--- src/rtl/avd_pkg.sv ---
package avd_pkg;
  typedef logic [1:0] rate_t;
  localparam rate_t RATE_FULL  = 2'd0;
  localparam rate_t RATE_TWO3  = 2'd1;
  localparam rate_t RATE_HALF  = 2'd2;
  localparam rate_t RATE_QUART = 2'd3;
endpackage

--- src/rtl/avd_rate_sel.sv ---
module avd_rate_sel
  import avd_pkg::*;
#(
  parameter int STEP_W      = 10,
  parameter int IDX_W       = 11,
  parameter int NUM_BLOCKS  = 1456,
  parameter int REF_HZ      = 40_000_000,
  parameter int STEP_MS     = 50,
  parameter int BLK_SAMPLES = 240,
  parameter int DIV0        = 1024,
  parameter int DIV1        = 1536,
  parameter int DIV2        = 2048,
  parameter int DIV3        = 4096,
  parameter int TH1         = 160,
  parameter int TH2         = 240,
  parameter int TH3         = 320
) (
  input  logic              clk,
  input  logic              rst,
  input  logic [STEP_W-1:0] delay_req,
  output rate_t             sel_rate,
  output logic [IDX_W-1:0]  target_gap
);
  localparam int KW = 16;
  localparam int PW = STEP_W + KW;
  localparam longint unsigned SCALE = 64'(REF_HZ) * 64'(STEP_MS) * 64'(1024);
  localparam longint unsigned BASE  = 64'(1000) * 64'(BLK_SAMPLES);

  // blocks per delay step, in 1/1024 units, for each rate code
  function automatic logic [KW-1:0] k_of(input rate_t r);
    case (r)
      RATE_FULL: k_of = KW'(SCALE / (BASE * 64'(DIV0)));
      RATE_TWO3: k_of = KW'(SCALE / (BASE * 64'(DIV1)));
      RATE_HALF: k_of = KW'(SCALE / (BASE * 64'(DIV2)));
      default:   k_of = KW'(SCALE / (BASE * 64'(DIV3)));
    endcase
  endfunction

  function automatic logic [IDX_W-1:0] gap_of(input logic [STEP_W-1:0] d, input rate_t r);
    logic [PW-1:0] prod;
    logic [PW-11:0] blocks;
    prod   = PW'(d) * PW'(k_of(r));
    blocks = prod[PW-1:10];
    if (blocks > (PW-10)'(NUM_BLOCKS - 1)) gap_of = IDX_W'(NUM_BLOCKS - 1);
    else if (blocks == '0)                 gap_of = IDX_W'(1);
    else                                   gap_of = blocks[IDX_W-1:0];
  endfunction

  rate_t rate_c;

  always_comb begin
    if (delay_req > STEP_W'(TH3))      rate_c = RATE_QUART;
    else if (delay_req > STEP_W'(TH2)) rate_c = RATE_HALF;
    else if (delay_req > STEP_W'(TH1)) rate_c = RATE_TWO3;
    else                               rate_c = RATE_FULL;
  end

  always_ff @(posedge clk) begin
    if (rst) begin
      sel_rate   <= RATE_FULL;
      target_gap <= IDX_W'(1);
    end else begin
      sel_rate   <= rate_c;
      target_gap <= gap_of(delay_req, rate_c);
    end
  end

  assert_target_range_R4: assert property (@(posedge clk) disable iff (rst)
    (target_gap >= IDX_W'(1)) && (target_gap <= IDX_W'(NUM_BLOCKS - 1)));
endmodule

--- src/rtl/avd_tag_ram.sv ---
module avd_tag_ram #(
  parameter int DEPTH = 1456,
  parameter int AW    = 11,
  parameter int DW    = 2
) (
  input  logic          clk,
  input  logic          rst,
  input  logic          we,
  input  logic [AW-1:0] waddr,
  input  logic [DW-1:0] wdata,
  input  logic [AW-1:0] raddr,
  output logic [DW-1:0] rdata
);
  logic [DW-1:0] mem [DEPTH];

  initial begin
    for (int i = 0; i < DEPTH; i++) mem[i] = '0;
  end

  always_ff @(posedge clk) begin
    if (we) mem[waddr] <= wdata;
  end

  always_ff @(posedge clk) begin
    if (rst) rdata <= '0;
    else     rdata <= mem[raddr];
  end

  assert_waddr_in_ring_R6: assert property (@(posedge clk) disable iff (rst)
    we |-> (int'(waddr) < DEPTH));
endmodule

--- src/rtl/avd_tick_div.sv ---
module avd_tick_div #(
  parameter int CNT_W = 13
) (
  input  logic             clk,
  input  logic             rst,
  input  logic             ref_tick,
  input  logic [CNT_W-1:0] div,
  output logic             tick
);
  logic [CNT_W-1:0] cnt;

  always_ff @(posedge clk) begin
    if (rst) begin
      cnt  <= '0;
      tick <= 1'b0;
    end else begin
      tick <= 1'b0;
      if (ref_tick) begin
        if (cnt >= div - CNT_W'(1)) begin
          cnt  <= '0;
          tick <= 1'b1;
        end else begin
          cnt <= cnt + CNT_W'(1);
        end
      end
    end
  end

  assert_tick_single_R8: assert property (@(posedge clk) disable iff (rst)
    tick |=> !tick);
endmodule

--- src/rtl/avd_delay_ctrl.sv ---
module avd_delay_ctrl
  import avd_pkg::*;
#(
  parameter int STEP_W      = 10,
  parameter int IDX_W       = 11,
  parameter int NUM_BLOCKS  = 1456,
  parameter int DIV_W       = 13,
  parameter int REF_HZ      = 40_000_000,
  parameter int STEP_MS     = 50,
  parameter int BLK_SAMPLES = 240,
  parameter int DIV0        = 1024,
  parameter int DIV1        = 1536,
  parameter int DIV2        = 2048,
  parameter int DIV3        = 4096,
  parameter int TH1         = 160,
  parameter int TH2         = 240,
  parameter int TH3         = 320
) (
  input  logic              clk,
  input  logic              rst,
  input  logic              ref_tick,
  input  logic [STEP_W-1:0] delay_req,
  input  logic              rec_done,
  input  logic              play_done,
  output logic [IDX_W-1:0]  rec_blk,
  output logic [IDX_W-1:0]  play_blk,
  output logic [DIV_W-1:0]  rec_div,
  output logic [DIV_W-1:0]  play_div,
  output logic              rec_tick,
  output logic              play_tick,
  output logic              rate_shift
);
  localparam int LAST = NUM_BLOCKS - 1;

  function automatic logic [DIV_W-1:0] div_of(input rate_t r);
    case (r)
      RATE_FULL: div_of = DIV_W'(DIV0);
      RATE_TWO3: div_of = DIV_W'(DIV1);
      RATE_HALF: div_of = DIV_W'(DIV2);
      default:   div_of = DIV_W'(DIV3);
    endcase
  endfunction

  function automatic logic [IDX_W-1:0] ring_add(input logic [IDX_W-1:0] x, input logic [1:0] a);
    logic [IDX_W:0] s;
    s = {1'b0, x} + (IDX_W+1)'(a);
    if (s >= (IDX_W+1)'(NUM_BLOCKS)) s = s - (IDX_W+1)'(NUM_BLOCKS);
    ring_add = s[IDX_W-1:0];
  endfunction

  rate_t            sel_rate;
  rate_t            rec_rate;
  rate_t            play_rate;
  logic [IDX_W-1:0] target_gap;
  logic [IDX_W-1:0] gap_r;
  logic [1:0]       adv;

  avd_rate_sel #(
    .STEP_W(STEP_W), .IDX_W(IDX_W), .NUM_BLOCKS(NUM_BLOCKS),
    .REF_HZ(REF_HZ), .STEP_MS(STEP_MS), .BLK_SAMPLES(BLK_SAMPLES),
    .DIV0(DIV0), .DIV1(DIV1), .DIV2(DIV2), .DIV3(DIV3),
    .TH1(TH1), .TH2(TH2), .TH3(TH3)
  ) u_sel (
    .clk(clk), .rst(rst), .delay_req(delay_req),
    .sel_rate(sel_rate), .target_gap(target_gap)
  );

  avd_tag_ram #(.DEPTH(NUM_BLOCKS), .AW(IDX_W), .DW(2)) u_tags (
    .clk(clk), .rst(rst), .we(rec_done), .waddr(rec_blk), .wdata(rec_rate),
    .raddr(play_blk), .rdata(play_rate)
  );

  // playback step: hold, one, or skip one, plus forced step on ring overrun
  always_comb begin
    adv = 2'd0;
    if (play_done) begin
      if (gap_r > target_gap)                        adv = 2'd2;
      else if (gap_r == target_gap && gap_r != '0)   adv = 2'd1;
    end
    if (rec_done && gap_r == IDX_W'(LAST) && adv == 2'd0) adv = 2'd1;
  end

  always_ff @(posedge clk) begin
    if (rst) begin
      rec_blk    <= '0;
      play_blk   <= '0;
      gap_r      <= '0;
      rec_rate   <= RATE_FULL;
      rate_shift <= 1'b0;
    end else begin
      if (rec_done) begin
        rec_blk  <= ring_add(rec_blk, 2'd1);
        rec_rate <= sel_rate;
      end
      play_blk   <= ring_add(play_blk, adv);
      gap_r      <= gap_r + IDX_W'(rec_done) - IDX_W'(adv);
      rate_shift <= (rec_rate != play_rate);
    end
  end

  assign rec_div  = div_of(rec_rate);
  assign play_div = div_of(play_rate);

  avd_tick_div #(.CNT_W(DIV_W)) u_rec_tick (
    .clk(clk), .rst(rst), .ref_tick(ref_tick), .div(rec_div), .tick(rec_tick)
  );

  avd_tick_div #(.CNT_W(DIV_W)) u_play_tick (
    .clk(clk), .rst(rst), .ref_tick(ref_tick), .div(play_div), .tick(play_tick)
  );

  assert_ring_bound_R2: assert property (@(posedge clk) disable iff (rst)
    (int'(rec_blk) < NUM_BLOCKS) && (int'(play_blk) < NUM_BLOCKS));

  assert_rec_hold_R2: assert property (@(posedge clk) disable iff (rst)
    !rec_done |=> $stable(rec_blk));

  assert_rate_hold_R3: assert property (@(posedge clk) disable iff (rst)
    !rec_done |=> $stable(rec_rate));

  assert_gap_track_R5: assert property (@(posedge clk) disable iff (rst)
    int'(gap_r) == ((int'(rec_blk) + NUM_BLOCKS - int'(play_blk)) % NUM_BLOCKS));

  assert_play_hold_R5: assert property (@(posedge clk) disable iff (rst)
    (!play_done && !rec_done) |=> $stable(play_blk));
endmodule

--- config.mk ---
export PLATFORM = sky130hd
export DESIGN_NAME = avd_delay_ctrl
export DESIGN_NICKNAME = d
export VERILOG_FILES = /design/src/rtl/avd_pkg.sv /design/src/rtl/avd_rate_sel.sv /design/src/rtl/avd_tag_ram.sv /design/src/rtl/avd_tick_div.sv /design/src/rtl/avd_delay_ctrl.sv
export SDC_FILE = /design/constraint.sdc
export NUM_CORES = 2
export LEC_CHECK = 0
export ABC_AREA = 1
export BUFFER_PORTS_ARGS = -buffer_cell sky130_fd_sc_hd__buf_4
export CAP_MARGIN = 25
export CORE_AREA = 2 2 520 522
export DETAILED_ROUTE_END_ITERATION = 10
export DIE_AREA = 0 0 522 524
export MAX_ROUTING_LAYER = met4
export PLACE_DENSITY_LB_ADDON = 0.3
export SLEW_MARGIN = 20
export SYNTH_ARGS = -nofsm -noshare
export SYNTH_HDL_FRONTEND = slang
export SYNTH_SLANG_ARGS = --single-unit
--- constraint.sdc ---
create_clock -name clk -period 41.5 [get_ports clk]
set_input_delay 4.15 -clock clk [delete_from_list [all_inputs] [get_ports clk]]
set_output_delay 4.15 -clock clk [all_outputs]
set_load 0.03 [all_outputs]
Yosys cells after proc, flatten, opt, wreduce, memory -nomap -nowiden
Memories as Yosys holds them, arrays and structs flattened. A register that Yosys moved wholly into a read port is not among the register bits.
Cells that the tools add are included.
{"block": "totals", "ramBits": 2912, "out_inout_bits": 51, "in_bits": 15, "n_memories": 1, "reg_bits": 77, "elab_cells": 75}
{"block": "op_classes", "reduce_logical": 11, "n_lt_le_gt_ge": 9, "add_sub_neg": 10, "muxes": 21, "bitwise_logic": 1, "n_mul": 1, "eq_ne": 9}
{"memory": "u_tags.mem", "depth": 1456, "word_bits": 2, "rd": 1, "rd_ports_with_merged_regs": 1, "write_ports": 1, "line": "avd_tag_ram.sv:14", "rtl": "logic [DW-1:0] mem [DEPTH];"}
{"op": "$pmux W13 S3", "count": 2}
{"op": "$mux W11", "count": 4}
{"op": "$pmux W14 S3", "count": 1}
{"op": "$add A13 B1 Y13 const B", "count": 2}
{"op": "$ge A13 B13 Y1", "count": 2}
{"op": "$mul A10 B16 Y26", "count": 1}
{"op": "$mux W13", "count": 2}
{"op": "$sub A13 B1 Y13 const B", "count": 2}
{"op": "$ge A12 B11 Y1 const B", "count": 2}
{"op": "$sub A11 B11 Y11 const B", "count": 2}
{"op": "$gt A10 B8 Y1 const B", "count": 2}
{"op": "$gt A16 B11 Y1 const B", "count": 1}
{"op": "$logic_not A16 Y1", "count": 1}
{"op": "$mux W16", "count": 1}
{"op": "$add A11 B1 Y12 const B", "count": 1}
{"op": "$add A11 B2 Y12", "count": 1}
{"op": "$add A11 B1 Y11", "count": 1}
{"op": "$eq A11 B11 Y1", "count": 1}
{"op": "$eq A11 B11 Y1 const B", "count": 1}
{"op": "$gt A11 B11 Y1", "count": 1}
{"op": "$reduce_bool A11 Y1", "count": 1}
{"op": "$sub A11 B2 Y11", "count": 1}
{"op": "$gt A10 B9 Y1 const B", "count": 1}
{"op": "$mux W2", "count": 5}
{"op": "9 further kinds", "count": 23}

Longest topological paths before layout
{"block": "depth", "word_depth": 11, "mapped_depth": 42, "depth_no_buf": 40}

By module
Synthesis repeated with hierarchy kept, for this count alone.
{"block": "hier_totals", "hier_cells": 12631, "area_unflattened_um2": 134059.8}
{"module": "avd_tag_ram", "cells_per_inst": 11077, "instances": 1, "seq_area_each_um2": 87483.9, "area_each_um2": 123000.5}
{"module": "avd_rate_sel", "cells_per_inst": 744, "instances": 1, "seq_area_each_um2": 260.2, "area_each_um2": 5378.9}
{"module": "avd_delay_ctrl", "cells_per_inst": 484, "instances": 1, "seq_area_each_um2": 720.7, "area_each_um2": 3258.1}
{"module": "avd_tick_div", "cells_per_inst": 163, "instances": 2, "seq_area_each_um2": 280.3, "area_each_um2": 1211.2}

Worst setup path after synthesis
No wires, ideal clock.
{"block": "synth_timing", "kind": "register -> output", "start": "register rec_rate[1]", "end": "output rec_div[11]", "arrival_ns": 24.741, "n_path_buf": 0, "t_required_ns": 37.350, "path_stages_with_launch": 3, "path_slack_ns": 12.609, "cell_sequence": "dfxtp_1 inv_1 nor2_1"}
{"block": "synth_between", "elab_chain_cells": 2, "elab_cells_between_ends": 4, "cone_classes": "eq/ne (2); mux (1); reduce/logical (1)"}
{"item": "start, declared", "line": "avd_delay_ctrl.sv:52", "rtl": "rate_t rec_rate;"}
{"item": "start signal, assigned", "line": "avd_delay_ctrl.sv:93", "rtl": "rec_rate <= sel_rate;"}
{"item": "$eq A2 B2 Y1, or another cell as far along", "line": "avd_delay_ctrl.sv:36", "rtl": "case (r)"}
{"item": "$pmux W13 S3 (*)", "line": "avd_delay_ctrl.sv:36"}
{"item": "end, declared", "line": "avd_delay_ctrl.sv:27", "rtl": "output logic [DIV_W-1:0] rec_div,"}
Mark *: on every way between the ends. The rest lies on a longest branch, timed or not.

Final worst setup path
{"block": "layout_timing", "start": "input delay_req[3]", "end": "register u_sel.target_gap[4]"}
{"block": "layout_between", "elab_chain_cells": 10, "elab_cells_between_ends": 15, "cone_classes": "mul (1); order compare (4); eq/ne (2); mux (5); reduce/logical (3)"}
{"item": "start, declared", "line": "avd_delay_ctrl.sv:22", "rtl": "input logic [STEP_W-1:0] delay_req,"}
{"item": "$gt A10 B8 Y1", "line": "avd_rate_sel.sv:54", "rtl": "else if (delay_req > STEP_W'(TH1)) rate_c = RATE_TWO3;"}
{"item": "$mux W1", "line": "avd_rate_sel.sv:54"}
{"item": "$mux W2", "line": "avd_rate_sel.sv:53", "rtl": "else if (delay_req > STEP_W'(TH2)) rate_c = RATE_HALF;"}
{"item": "$mux W2 (*)", "line": "avd_rate_sel.sv:52", "rtl": "if (delay_req > STEP_W'(TH3)) rate_c = RATE_QUART;"}
{"item": "via u_sel.rate_c[0]", "line": "avd_rate_sel.sv:49", "rtl": "rate_t rate_c;"}
{"item": "$eq A2 B2 Y1, or another cell as far along", "line": "avd_rate_sel.sv:31", "rtl": "case (r)"}
{"item": "$pmux W14 S3 (*)", "line": "avd_rate_sel.sv:31"}
{"item": "$mux W16 (*)", "line": "avd_rate_sel.sv:59", "rtl": "if (rst) begin"}
{"item": "$mul A10 B16 Y26 (*)", "line": "avd_rate_sel.sv:42", "rtl": "prod = PW'(d) * PW'(k_of(r));"}
{"item": "$gt A16 B11 Y1 / $logic_not A16 Y1 (equally long branches)", "line": "avd_rate_sel.sv:44, avd_rate_sel.sv:45"}
{"item": "$reduce_or A3 Y1 (no line)"}
{"item": "end signal, assigned", "line": "avd_rate_sel.sv:64", "rtl": "target_gap <= gap_of(delay_req, rate_c);"}
{"item": "end, declared", "line": "avd_rate_sel.sv:22", "rtl": "output logic [IDX_W-1:0] target_gap"}
The timed path passes the listed nets; every way through them passes the cells marked *. The select of a mux whose other input is x is not followed.
A chain may end at the register's enable or synchronous reset.

==> flow_summary_export.csv <==
group,metric,value,unit
outcome,status,"complete, no violations",
pwr,p_leak,47.1,nW
route,final_antenna_net_count,0,
yosys,ys_warn_count,0,
global_routing,grt.busiest_layer,"met2",
die,ios,66,
global_routing,grt_usage,28.5,%
sta,drv_slew,0,
final_layout,area_growth,9.79,%
critical_path,worstPathMaxFanout,12,
route,drtPass1Iterations,6,
final_layout,fill_cells,22600,
global_routing,met3_usage,4.23,%
yosys,yosys.area.top_type_share,67.0,%
global_routing,grt_pass1_vias,89700,
placed_design,hpwl,205000,um
sta,setup_viol,0,
die,coreArea,267000,um2
cts,ctsResizeCount,0,
final_layout,layout-drive-gt1-share,6.47,%
placed_design,gp_congestion,0.862,
cts,cts_buffers,321,
cts,htree_levels,5,
sta,hold_viol,0,
min_path,min_path_type,"register to register",
global_routing,grt_pass1_wl,566000,um
cts,cts_tree,"done",
sta,skew,86.4,ps
global_routing,grt_overflow_total,0,
global_routing,use_met1,37.3,%
yosys,seq_area_frac_synth,68.2,%
sta,relSlewSlack,14.9,%
cts,clockBufferDepth,4,
cts,cts_setup_buffers,0,
final_layout,seqCellArea,89100,um2
cts,clockRootBuffer,"clkbuf_16",
yosys,synthCells,11600,
critical_path,required,42310,ps
pwr,power_density,51.4,nW/um2
sta,tns,0,ps
yosys,ys_types,53,
route,drc,0,
yosys,ys_top_cells_by_area,"edfxtp_1 (67%), nor2_1 (9.3%), o21ai_0 (6.0%)",
global_routing,gr-usage-met2,44.3,%
yosys,netlist_area,131000,um2
die,num_rows,190,
sta,tightest_slew,1280,ps
route,vias_per_cell,6.18,
route,vias,92600,
yosys,synth_ff_type,"edfxtp_1",
die,die_w,522,um
yosys,synth_most_common_cell,"nor2_1",
die,die_area,274000,um2
route,wl,385000,um
global_routing,antenna_found_initial,15,
route,drt_iter0_drc,13800,
sta,rsz0062_at_grt,"no",
yosys,async_flop_share,0,%
yosys,synth_largest_area_cell,"edfxtp_1",
critical_path,cp_slowest_cell,"ha_1",
cts,cts_sinks,2991,
sta,fin_crit_sh,27.1,%
critical_path,crit_path_end_kind,"register",
die,die_y,524,um
job,cap_violations,0,
sta,min_period,11230,ps
route,wire_per_inst,25.7,um
cts,worstSkewPairLatency,970,ps
placed_design,numPortBuffers,47,
pwr,ir_worst_vdd,45.5,uV
final_layout,final_nets,11400,
critical_path,cp.arrival,12040,ps
yosys,netlist_top_cells_count,"nor2_1 (3224), edfxtp_1 (2912), o21ai_0 (1563)",
yosys,avgSynthCellArea,11.3,um2
critical_path,criticalPathCategory,"input pin to register",
sta,fmax,0.0890,GHz
cts,hold_buffers,0,
yosys,synth-edff-count,2912,
yosys,ys_ff_latch,2991,
cts,clk_pin_slew,60,ps
pwr,total_power,0.00737,W
global_routing,grt_max_degree,263,
final_layout,multiInputGateArea,36600,um2
critical_path,critPathMaxStageDelay,570,ps
die,start_util,48.8,%
critical_path,start_kind,"input pin",
-- layer usage --
layer  wire length, um  part of all wire (%)
met5                 0                     0
met4             18500                   4.8
met3             40000                    10
met2            177000                    46
met1            149000                    39
-- area by class of cell --
type / count / share of cell area, %
Antenna cell: 6 / 0.0105
Clock buffer: 401 / 5.93
Clock inverter: 148 / 0.831
Inverter: 328 / 0.893
Multi-Input combinational cell: 7340 / 25.5
Sequential cell: 2991 / 62.1
Tap cell: 3552 / 3.10
Timing Repair Buffer: 225 / 1.57
-- worst max-delay path: cells and delay by family --
family | cells | cell delay [ps]
fa+ha+maj | 7 | 3420
buf+inv | 10 | 1320
compound gates | 4 | 970
simple gates | 16 | 2180
-- power by group --
| part | switching, W | internal (W) | total, W |
|---|---|---|---|
| logic | 0.000919 | 0.000391 | 0.00131 |
| clock network | 0.00114 | 0.00156 | 0.00270 |
| registers | 0.0000198 | 0.00334 | 0.00336 |
| total | 0.00208 | 0.00529 | 0.00737 |
-- layout by cell type, fill, tap and decap left out, drive strengths merged, types with 3 or more instances in the layout --
cell	n
ha	123
diode	6
a21boi	3
nor2	3230
nand2	788
inv	331
o21bai	5
clkinvlp	6
or2	7
xnor2	7
xor2	17
conb	21
o21ai	1576
o221ai	283
fa	86
buf	225
nor3b	4
o22ai	344
bufinv	19
a21oi	140
nor3	65
and2	3
clkbuf	401
edfxtp	2912
nand4	12
o21a	3
a21o	3
nand3	411
o211ai	198
dfxtp	79
o31ai	3
clkinv	120
-- logic make-up (layout without fill, tap and decap cells) --
kind of cell | count (synthesis) | in the layout | share of synthesized area [%]
fa+ha+maj | 209 | 209 | 2.50
other cells | 1 | 27 | 0.00287
compound gates | 2562 | 2562 | 11.4
buf+inv | 1269 | 1102 | 4.15
simple gates | 4524 | 4524 | 13.6
xor+xnor | 24 | 24 | 0.167
flops | 2991 | 2991 | 68.2
-- stage by stage --
step	area (um2)	instances	setup slack [ps]	hold WS [ps]	util (%)
final	143000	15000	30270	489	53.6
after global routing	143000	15000	29610	519	53.6
after CTS	143000	15000	30220	488	53.5
after detailed placement	134000	14400	29260	479	49.9
after global placement	133000	14400	29110	474	49.8
after floorplan	131000	11600	12610	463	-
-- flip-flops by register name (all words and copies together) (netlist names) --
register / flops
rec_blk: 11
u_sel.target_gap: 11
rate_shift: 1
u_sel.sel_rate: 2
gap_r: 11
play_blk: 11
u_play_tick.tick: 1
u_tags.rdata: 2
u_tags.mem: 2912
u_play_tick.cnt: 13
rec_rate: 2
u_rec_tick.cnt: 13
u_rec_tick.tick: 1
-- path summary, 6_finish.rpt --
kind | startpoint | end | slack, ps | cells after the start
min reg2reg | u_rec_tick.cnt[1]$_SDFFE_PP0P_ | u_rec_tick.cnt[1]$_SDFFE_PP0P_ | 490 | 2
max reg2reg | play_blk[0]$_SDFF_PP0_ | u_tags.rdata[0]$_SDFF_PP0_ | 34320 | 18
max | delay_req[3] | u_sel.target_gap[4]$_SDFF_PP0_ | 30270 | 37
min | u_rec_tick.cnt[1]$_SDFFE_PP0P_ | u_rec_tick.cnt[1]$_SDFFE_PP0P_ | 490 | 2
No activity file was read; power rests on OpenSTA's default activity.
